==> src/rtl/keyed_cfg_pkg.sv <==
package keyed_cfg_pkg;
    typedef enum logic {
        ST_LOCKED = 1'b0,
        ST_OPEN   = 1'b1
    } lock_state_e;

    localparam int unsigned BYTE_W = 8;
    localparam logic [BYTE_W-1:0] IDLE_READ = 8'hFF;
endpackage

==> src/rtl/keyed_cfg_lock_fsm.sv <==
module keyed_cfg_lock_fsm
    import keyed_cfg_pkg::*;
#(
    parameter int unsigned IDX_W      = 8,
    parameter logic [7:0]  OPEN_KEY   = 8'hAA,
    parameter logic [7:0]  CLOSE_KEY  = 8'h55
) (
    input  logic             clk,
    input  logic             rst_n,
    input  logic             idx_wr,
    input  logic [7:0]       wdata,
    output logic             is_open,
    output logic [IDX_W-1:0] index
);
    lock_state_e state_q, state_d;
    logic        load_idx;

    always_comb begin
        state_d  = state_q;
        load_idx = 1'b0;
        unique case (state_q)
            ST_LOCKED: begin
                if (idx_wr && wdata == OPEN_KEY)
                    state_d = ST_OPEN;
            end
            ST_OPEN: begin
                if (idx_wr) begin
                    if (wdata == CLOSE_KEY)
                        state_d = ST_LOCKED;
                    else
                        load_idx = 1'b1;
                end
            end
            default: state_d = ST_LOCKED;
        endcase
    end

    always_ff @(posedge clk) begin
        if (!rst_n)
            state_q <= ST_LOCKED;
        else
            state_q <= state_d;
    end

    always_ff @(posedge clk) begin
        if (!rst_n)
            index <= '0;
        else if (load_idx)
            index <= wdata[IDX_W-1:0];
    end

    assign is_open = (state_q == ST_OPEN);
endmodule

==> src/rtl/keyed_cfg_regfile.sv <==
module keyed_cfg_regfile #(
    parameter int unsigned IDX_W   = 8,
    parameter int unsigned PNP_REG = 8'hC1,
    parameter int unsigned PNP_BIT = 7
) (
    input  logic             clk,
    input  logic             rst_n,
    input  logic             we,
    input  logic [IDX_W-1:0] sel,
    input  logic [7:0]       wdata,
    output logic [7:0]       rdata,
    output logic             pnp_bit
);
    localparam int unsigned DEPTH = 1 << IDX_W;

    logic [7:0] mem [DEPTH];

    always_ff @(posedge clk) begin
        if (!rst_n) begin
            for (int i = 0; i < DEPTH; i++)
                mem[i] <= '0;
        end else if (we) begin
            mem[sel] <= wdata;
        end
    end

    assign rdata   = mem[sel];
    assign pnp_bit = mem[PNP_REG][PNP_BIT];
endmodule

==> src/rtl/keyed_cfg_port.sv <==
module keyed_cfg_port
    import keyed_cfg_pkg::*;
#(
    parameter int unsigned  AW         = 16,
    parameter logic [AW-1:0] INDEX_PORT = 16'h0108,
    parameter logic [AW-1:0] DATA_PORT  = 16'h0109,
    parameter logic [7:0]   OPEN_KEY   = 8'hAA,
    parameter logic [7:0]   CLOSE_KEY  = 8'h55,
    parameter int unsigned  PNP_REG    = 8'hC1,
    parameter int unsigned  PNP_BIT    = 7
) (
    input  logic          clk,
    input  logic          rst_n,
    input  logic [AW-1:0] bus_addr,
    input  logic [7:0]    bus_wdata,
    input  logic          bus_wr,
    input  logic          bus_rd,
    output logic [7:0]    bus_rdata,
    output logic          pnp_en
);
    localparam int unsigned IDX_W = 8;

    logic             hit_idx, hit_data;
    logic             is_open;
    logic [IDX_W-1:0] index;
    logic [7:0]       reg_rd;

    assign hit_idx  = (bus_addr == INDEX_PORT);
    assign hit_data = (bus_addr == DATA_PORT);

    keyed_cfg_lock_fsm #(
        .IDX_W     (IDX_W),
        .OPEN_KEY  (OPEN_KEY),
        .CLOSE_KEY (CLOSE_KEY)
    ) lock_i (
        .clk     (clk),
        .rst_n   (rst_n),
        .idx_wr  (bus_wr && hit_idx),
        .wdata   (bus_wdata),
        .is_open (is_open),
        .index   (index)
    );

    keyed_cfg_regfile #(
        .IDX_W   (IDX_W),
        .PNP_REG (PNP_REG),
        .PNP_BIT (PNP_BIT)
    ) regs_i (
        .clk     (clk),
        .rst_n   (rst_n),
        .we      (bus_wr && hit_data && is_open),
        .sel     (index),
        .wdata   (bus_wdata),
        .rdata   (reg_rd),
        .pnp_bit (pnp_en)
    );

    always_comb begin
        bus_rdata = IDLE_READ;
        if (bus_rd && is_open) begin
            if (hit_idx)
                bus_rdata = index;
            else if (hit_data)
                bus_rdata = reg_rd;
        end
    end
endmodule

==> config.mk <==
export PLATFORM = sky130hd
export DESIGN_NAME = keyed_cfg_port
export DESIGN_NICKNAME = d
export VERILOG_FILES = /design/src/rtl/keyed_cfg_pkg.sv /design/src/rtl/keyed_cfg_lock_fsm.sv /design/src/rtl/keyed_cfg_regfile.sv /design/src/rtl/keyed_cfg_port.sv
export SDC_FILE = /design/constraint.sdc
export NUM_CORES = 2
export LEC_CHECK = 0
export ABC_CLOCK_PERIOD_IN_PS = 3150
export BUFFER_PORTS_ARGS = -buffer_cell sky130_fd_sc_hd__clkbuf_2
export CAP_MARGIN = 5
export CORE_MARGIN = 5
export CORE_UTILIZATION = 46
export DETAILED_ROUTE_END_ITERATION = 6
export PLACE_DENSITY_LB_ADDON = 0.2
export SLEW_MARGIN = 10
export SYNTH_ARGS = -nofsm -noshare
export SYNTH_HDL_FRONTEND = slang
export SYNTH_SLANG_ARGS = --single-unit
==> constraint.sdc <==
create_clock -name clk -period 3.15 [get_ports clk]
set_input_delay 0 -clock clk [delete_from_list [all_inputs] [get_ports clk]]
set_output_delay 0 -clock clk [all_outputs]
set_load 0.02 [all_outputs]
Word-level counts from Yosys, hierarchy flattened
Memories as Yosys holds them, arrays and structs flattened. A register that Yosys moved wholly into a read port is not among the register bits.
Index checks and enable logic that the tools add are counted.
Operators by class
  eq/ne operators: 4
  multiplexer cells: 18
  bitwise logic cells: 1
  reduce and logical (&&, ||, !) cells: 6
Operators by type and width (number)
  $mux 8: 7
  $eq 16x9->1 const B: 2
  $mux 1: 10
  $eq 8x7->1 const B: 1
  $eq 8x8->1 const B: 1
  $reduce_or 8->1: 1
  $logic_and 1x1->1: 5
  $pmux 1 s2: 1
  $not 1->1: 1
Word-level totals
  flip-flop bits (word level): 9
  RAM bits: 2048
  input port bits: 28
  output and inout bits: 9
  logic and storage cells: 32
  memories: 1
Memories
  regs_i.mem: words 256, width 8, rd ports 2, clocked after Yosys merged registers in 1, wr ports 256, line keyed_cfg_regfile.sv:16  | logic [7:0] mem [DEPTH];

Logic depth before layout (Yosys ltp)
  word-level depth: 8
  mapped depth: 12
  depth with buffers taken out: 7

By module
A second synthesis with hierarchy kept.
Unflattened totals
  cell total of the unflattened synthesis: 6301
  area total of the unflattened synthesis: 94585.7 µm²
By module, submodules not included
  keyed_cfg_regfile: times used 1, cells an instance 6225, area an instance 93892.6 µm², seq. area each 61499.0 µm²
  keyed_cfg_lock_fsm: times used 1, cells an instance 45, area an instance 427.9 µm², seq. area each 180.2 µm²
  keyed_cfg_port: times used 1, cells an instance 31, area an instance 265.3 µm², seq. area each 0.0 µm²

Worst setup path before layout
OpenSTA, ideal clock, no wires.
  kind: register to register
  start point: register lock_i.index[0]
  end point: memory regs_i.mem[0][0], enable pin
  setup time: 0.384 ns
  arrival: 2.211 ns
  data required time: 2.766 ns
  slack: 0.555 ns
  cell stages (with the launch flop): 6
  path buffers: 2
  clock period less this slack: 2.595 ns
  cells stage by stage: dfxtp_1 buf_2 nor4_2 nand2_1 clkbuf_1 o21ai_0
RTL lines
  from (decl): line keyed_cfg_lock_fsm.sv:13  | output logic [IDX_W-1:0] index
  from (signal assigned): line keyed_cfg_lock_fsm.sv:49  | index <= wdata[IDX_W-1:0];
  to (decl): line keyed_cfg_regfile.sv:16

==> summary.txt <==
Route
  – Vias per cell: 6.36
  – DRC: 2
  – DR iter-0 viols: 9,758
  – DR WL/cell: 33.1 um
  – Vias: 64,500
  – First-pass DRT Iterations: 7
  – Final wirelength: around 340 mm
  – Antenna viol nets, final: 0

Min path
  – Hold Path Sink: lock_i.index[0]
  – Worst hold start: bus_addr[0]
  – Hold WC Path Type: in2reg
  – Hold Path Cell Cnt: 6

CTS
  – TritonCTS clock tree: done
  – Clock sink count: 2,065
  – Clock-pin slew on the worst setup and hold paths: 0.06 ns
  – Clk root buf: clkbuf_16
  – H-tree levels: 4
  – TritonCTS Buffers: about 210
  – Clock latency at the later pin of the worst-skew pair: 0.87 ns
  – Clock Path Buffers: 3

Place
  – Port Buffers: 36
  – DP HPWL: approximately 220 mm
  – Gpl congestion: roughly 1.0
  – Dpl cells: just under 10,000

Synthesis
  – Syn_nets: roughly 6,900
  – Most frequent cell after synthesis: edfxtp_1
  – Sequential element share of the synthesized area: 0.654
  – Number of cells produced by synthesis: 6,882
  – Top FF cell, synth: edfxtp_1
  – Mapped cell area: 94,600 um2
  – Area contributors post-synth: edfxtp_1 (65%), mux4_2 (8.7%), and3_1 (5.3%)
  – Area leader, netlist: edfxtp_1
  – Syn Area/Cell: approximately 14 um2
  – Ys async rst share: 0
  – Share of the synthesized area in the top cell type: 0.650
  – Synthesis Warnings: 0
  – Synth top cells by count: edfxtp_1 (2,048), nor2_1 (1,042), and3_1 (796)
  – Post-synth EDFFs: slightly above 2,000
  – FF+latch count, synth: 2,065
  – Yosys cell types: about 70

Global routing
  – Vias in the first global route: ~62,000
  – Initial antenna violation count: 19
  – First-pass GRT wire length: 470 mm
  – GRT Total Usage: 0.305
  – Largest net degree at the start of global routing: 138
  – Global route overflow: 0

Timing
  – Final worst path period share: 1.31
  – Final Critical Period: 4.12 ns
  – Max-slew violation count: 0
  – Final Hold Viols: 0
  – RSZ-0062 raised after global routing: true
  – Final Setup Violations: 8
  – Setup TNS: -6.96 ns
  – Slew @ Worst Pin: roughly 1.2 ns
  – Final WS setup: -0.966 ns
  – F_max: 243 MHz
  – Rel. slew slack: 0.176
  – Worst Skew: 0.0332 ns
  – Fin Hold WS: 0.0606 ns

Floorplanning
  – FP Rows: between 150 and 200
  – Die Height: 463 um
  – Number of top-level pins: 37
  – Die area: 215,000 um2
  – Die Wd: 463 um
  – Core ar.: between 200,000 and 250,000 um2
  – Initial Utilization: 0.462

Critical path
  – Slowest cell on crit path: mux4_2
  – Crit Path Category: reg2out
  – Buffers & Inverters on Critical Path: 6
  – Worst Setup Start Kind: flip-flop
  – R2r setup slk: 0.15 ns
  – Worst-path cell chain: buf_12 > buf_12 > buf_12 > buf_8 > mux4_2 > mux2_4 > o22ai_4 > buf_6 > o211ai_1 > o211ai_1 > o311a_1 > o221ai_4 > buf_12
  – Critical path fanouts, max: 7
  – CP dominant cell by count: buf_12
  – CP Capture Type: output pin
  – CP required: 3.15 ns
  – Reg2reg start: lock_i.index[7]
  – Reg2Reg Depth: 5
  – Worst EP arrival: 4.12 ns
  – Reg-to-Reg End: regs_i.mem[197][0]
  – Crit-path max cell delay: 0.49 ns
  – Delay-heaviest family, CP: compound AO/OA/AOI/OAI gates

Outcome
  – Failing checks: design-rule violations, negative setup slack
  – Status: complete, but fails checks

Pwr
  – Leak: 38.5 nW
  – Worst VDD drop: a little under 0.0006 V
  – Post-layout total power: 59.4 mW
  – Pwr dens: ~540 nW/um2

Finish
  – Synth-to-Final Area Change: 16.8%
  – Fin util: 0.540
  – Nets: 7,293
  – Fin cells: 10,100
  – Share of cells above drive strength 1: 0.225

Flow run
  – MaxCap Viol Count: 0
final cells by class:
| cell class | count | area, um2 |
|---|---|---|
| Fill cell | 16700 | 94100 |
| Timing Repair Buffer | 864 | 8170 |
| Clock buffer | 257 | 5640 |
| Sequential cell | 2065 | 61900 |
| Inverter | 8 | 32.5 |
| Multi-Input combinational cell | 4112 | 30300 |
| Antenna cell | 9 | 22.5 |
| Tap cell | 2688 | 3360 |
| Clock inverter | 134 | 1140 |
cells by family after synthesis:
kind of cell / Yosys count / share of synthesized area
DFF: 2065 / 0.654
and+or+nand+nor: 2802 / 0.146
AOI/OAI and AO/OA: 604 / 0.0410
muxes: 706 / 0.123
buffers and inverters: 705 / 0.0360
registers in the layout, indices dropped and copies added, names as in the netlist, named ones only:
name,flops
lock_i.is_open,1
lock_i.index,8
regs_i.mem,2048
worst max-delay path by stage:
stage               startpoint          endpoint  cells after the start
2_1_floorplan  lock_i.index[0]  regs_i.mem[0][0]                      5
3_3_place_gp         flip-flop      bus_rdata[5]                     12
3_5_place_dp         flip-flop      bus_rdata[5]                     12
4_1_cts              flip-flop      bus_rdata[1]                     12
5_1_grt              flip-flop      bus_rdata[7]                     13
6_report             flip-flop      bus_rdata[7]                     13
layout by cell type (no fill, tap or decap), types with 12 or more instances in the layout:
cell,instances
o21ai_0,200
a22oi_1,36
clkbuf_16,221
nor2b_1,19
clkbuf_2,19
dlygate4sd3_1,13
buf_6,33
mux2i_1,319
mux4_2,367
o211ai_1,18
buf_12,90
dfxtp_1,12
a21oi_1,59
clkinv_1,65
nand3_1,33
and2_1,367
a21oi_2,12
clkinv_2,33
and3_1,795
nand4_1,16
nor2_1,1022
o22ai_1,95
o221ai_1,59
nor2_4,17
nand2_1,434
clkbuf_1,37
buf_16,12
buf_4,679
edfxtp_1,2048
nor3_1,20
bufinv_16,18
layer usage:
| metal | track usage | part of all wire | vias to the layer above |
|---|---|---|---|
| li1 | - | - | 26600 |
| met1 | 0.413 | 0.38 | 33000 |
| met2 | 0.466 | 0.45 | 4112 |
| met3 | 0.0800 | 0.12 | 745 |
| met4 | 0.138 | 0.054 | 4 |
| met5 | 0.00490 | 0.000068 | - |
report_power, final:
group          internal (mW)  switching, mW
clock network           14.2           10.9
registers               31.5          0.431
logic                  0.753           1.65
total                   46.4           13.0
worst reg2reg max path: stages (launching register included):
cell and delay (ns):
dfxtp_1 0.64, nor2b_1 0.37, buf_4 0.21, nand3_4 0.45, o21ai_0 0.74, buf_4 0.30
timing repair:
action | CTS | global route
hold buffers | 13 | 0
endpoints found under the hold margin | 705 | 0
pin swaps | 33 | 36
buffers inserted | 40 | 28
gates resized for setup | 166 | 59
endpoints found under the setup margin | 8 | 8
gates cloned | 8 | 1
per-stage QoR:
stage               worst slack, ns  cell area (um2)
floorplan                     0.555            94600
global placement             -0.798           102000
detailed placement           -0.743           102000
CTS                          -0.914           110000
global route                 -0.952           111000
finish                       -0.966           111000
(Power assumes the default switching activity.)
